<file path="config.mk">
export PLATFORM = sky130hd
export DESIGN_NAME = seg_rights_check
export DESIGN_NICKNAME = d
export VERILOG_FILES = /design/src/rtl/seg_chk_pkg.sv /design/src/rtl/seg_rights_check.sv
export SDC_FILE = /design/constraint.sdc
export NUM_CORES = 1
export LEC_CHECK = 0
export BUFFER_PORTS_ARGS = -buffer_cell sky130_fd_sc_hd__buf_2
export CAP_MARGIN = 20
export CORE_AREA = 2 2 39 41
export DETAILED_ROUTE_END_ITERATION = 8
export DIE_AREA = 0 0 41 43
export GPL_ROUTABILITY_DRIVEN = 0
export MAX_ROUTING_LAYER = met4
export PLACE_DENSITY = 0.57
export SYNTH_ARGS = -nofsm -noshare
export SYNTH_HDL_FRONTEND = slang
export SYNTH_SLANG_ARGS = --single-unit
</file>
<file path="constraint.sdc">
create_clock -name vclk -period 2.3
set_input_delay 0.23 -clock vclk [all_inputs]
set_output_delay 0.23 -clock vclk [all_outputs]
set_load 0.02 [all_outputs]
</file>
<file path="src/rtl/seg_chk_pkg.sv">
package seg_chk_pkg;
   typedef enum logic [1:0] {
      ST_IDLE  = 2'd0,
      ST_ISSUE = 2'd1,
      ST_WAIT  = 2'd2
   } seg_chk_state_e;

   function automatic logic [1:0] max_pl(input logic [1:0] a, input logic [1:0] b);
      return (a > b) ? a : b;
   endfunction
endpackage

</file>
<file path="src/rtl/seg_rights_check.sv">
module seg_rights_check #(
   parameter int VEC_W  = 8,
   parameter int GP_VEC = 13,
   parameter int NP_VEC = 11,
   parameter int SS_VEC = 12
) (
   input  logic             is_stack,
   input  logic [1:0]       cpl,
   input  logic [1:0]       rpl,
   input  logic             present,
   input  logic [1:0]       dpl,
   input  logic             code_data,
   input  logic             exec,
   input  logic             wr_rd,
   output logic             bad,
   output logic [VEC_W-1:0] vec
);
   import seg_chk_pkg::*;

   if (VEC_W < 4) begin : g_bad_vec
      $error("seg_rights_check: VEC_W too small for vector numbers");
   end

   logic [1:0] epl;
   logic       type_bad;
   logic       priv_bad;

   assign epl = max_pl(cpl, rpl);

   always_comb begin
      if (is_stack) begin
         type_bad = !code_data || exec || !wr_rd;
         priv_bad = (dpl != cpl) || (rpl != cpl);
      end else begin
         type_bad = !code_data || (exec && !wr_rd);
         priv_bad = epl > dpl;
      end
   end

   always_comb begin
      bad = 1'b1;
      vec = VEC_W'(GP_VEC);
      if (type_bad || priv_bad) begin
         vec = VEC_W'(GP_VEC);
      end else if (!present) begin
         vec = is_stack ? VEC_W'(SS_VEC) : VEC_W'(NP_VEC);
      end else begin
         bad = 1'b0;
      end
   end
endmodule

</file>
==> impl_results.md <==
* Maxcap violations at 0
* Max Slew Vio Count at 0
* Finished Cell Area at 328 um^2
* Die area at 1760 um^2
* Critical Path AT at 1920 ps
* WS Path Type: input port to output port
* Yosys top cell area share at 0.242
* # Post-CTS Setup Buffers at 0
* DR WL/cell at 7.14 um
* Post-CTS Resized at 0
* Worst vdd ir at 45.1 uV
* P&R area growth vs syn at 26.6%
* Finished Core Util at 0.237
* Fin. Hold Viols at 0
* Via density at 3.83
* Initial antenna violation count at 0
* Net Switching at 33.3 uW
* HP Start: is_stack
* Core box area at 1380 um^2
* CTS Hold Buffers Added at 0
* Ports at 20
* Drc violations at 0
* Status: finished, final reports clean
* Inserted Diodes at 0
* Unrepaired setup endpoints after global routing: no
* Die width at 41 um
* Syn Inst Count at 35
* Post-DP Area at 328 um^2
* CP startpoint kind: input port
* Global-route wire length before repair at 662 um
* HP Class: input port to output port
* Via count at 245
* Final net count at 66
* DR pass1 iterations at 2
* Syn Area/Cell at 7.40 um^2
* Static Leak at 0.000191 uW
* Clock buf count at 0
* IO buf count at 15
* FILL cells at 160
* Hold Crit Endpoint: vec[0]
* Starting density of the core at 0.187
* Register area at 0 um^2
* Setup_tns at 0 ps
* P_int at 25.7 uW
* Largest net degree at the start of global routing at 4
* DRT Wirelength at 457 um
* Dominant cell type by area after synthesis: ha_1
* Commonest cells post-synth: inv_1 (6), buf_4 (5), ha_1 (5)
* Top-count cell post-synth: inv_1
* HPWL Detailed at 448 um
* Fin crit share at 0.936
* Seq pwr share at 0
* Share of cells above drive strength 1 at 0.375
* Area contributors post-synth: ha_1 (24%), buf_4 (14%), nand2b_4 (11%)
* CP endpoint kind: output port
* All-Layer GR Usage at 0.0502
* Sequential cells at 0
* Achievable Freq at 464 MHz
* Chip Height at 43 um
* DRT iter0 DRCs at 2
* Sequential-to-total area share from yosys stat at 0
* Switching Fraction at 0.565
* Post-synth cell types at 16
* Hold Crit Depth at 3
* GR Overflow Total at 0
* Setup violations, final at 0
* Std cell rows at 14
* Comb power frac at 1.000
* Critical Path RT at 2070 ps
* Post-Syn Area at 259 um^2
* Synth Warn # at 0
* Final min period at 2150 ps
* Power per Cell Area at 180 nW/um^2
* Clock power share at 0
* ANT nets after route at 0
* Crit Path Max Fanout at 3
* Number of global-route vias before repair at 176
* Multi-input gate area at 210 um^2
## power groups by stage
stage          Clock, uW  Combinational, uW  Sequential [uW]
6_report               0               59.0                0
3_5_place_dp           0               59.5                0
3_3_place_gp           0               58.7                0
2_1_floorplan          0               46.5                0
4_1_cts                0               59.7                0
5_1_grt                0               66.4                0
## logic make-up (layout without fill, tap and decap cells)
| group | count (synthesis) | in the layout | share of synthesized area |
|---|---|---|---|
| and+or+nand+nor | 9 | 9 | 0.280 |
| AOI/OAI and AO/OA | 5 | 5 | 0.111 |
| xor gates and xnor gates | 2 | 2 | 0.0676 |
| adders and majority gates | 5 | 5 | 0.242 |
| other | 2 | 5 | 0.0290 |
| buffers and inverters | 11 | 21 | 0.232 |
| muxes | 1 | 1 | 0.0386 |
## metrics by stage
stage / hold WS, ps / power (uW) / std cells / worst slack (ps)
finish: 783 / 59.0 / 64 / 147
global route: 805 / 66.4 / 64 / 23.2
CTS: 791 / 59.7 / 64 / 147
detailed placement: 789 / 59.5 / 64 / 158
global placement: 790 / 58.7 / 64 / 164
floorplan: 620 / 46.5 / 38 / 449
## layout by cell type (no fill, tap or decap)
cell and n:
mux2i_1 1, and3_1 1, o21ai_1 1, conb_1 5, nand3_1 2, nand2b_4 2
nor2b_1 2, o21ai_0 1, buf_2 15, nor2_1 1, ha_1 5, nor4_2 1
inv_1 6, xor2_1 2, a21oi_1 2, o2111ai_1 1
## layer usage
| layer | part of all wire | GRT usage | vias up |
|---|---|---|---|
| met3 | 0.063 | 0 | 0 |
| met5 | 0 | - | - |
| met4 | 0 | 0 | 0 |
| met1 | 0.47 | 0.0696 | 103 |
| met2 | 0.47 | 0.0844 | 9 |
| li1 | - | - | 133 |
## worst max path at each step
stage,end,start,slack (ps)
6_report,vec[1],cpl[1],150
3_3_place_gp,vec[1],cpl[1],160
5_1_grt,vec[1],cpl[1],20
3_5_place_dp,vec[1],cpl[1],160
4_1_cts,vec[1],cpl[1],150
2_1_floorplan,vec[1],cpl[1],450
## layout make-up
type | instances | area share
Timing Repair Buffer | 15 | 0.229
Multi-Input combinational cell | 27 | 0.641
Inverter | 6 | 0.0687
Tap cell | 16 | 0.0611
## worst max-delay path: stages
cell and delay (ps):
buf_2 110, inv_1 50, ha_1 300, nand2b_4 150, o21ai_0 90, mux2i_1 220, ha_1 240, a21oi_1 120
o21ai_1 110, and3_1 150, buf_2 150
Note: power is estimated with default switching activity, not from simulation.
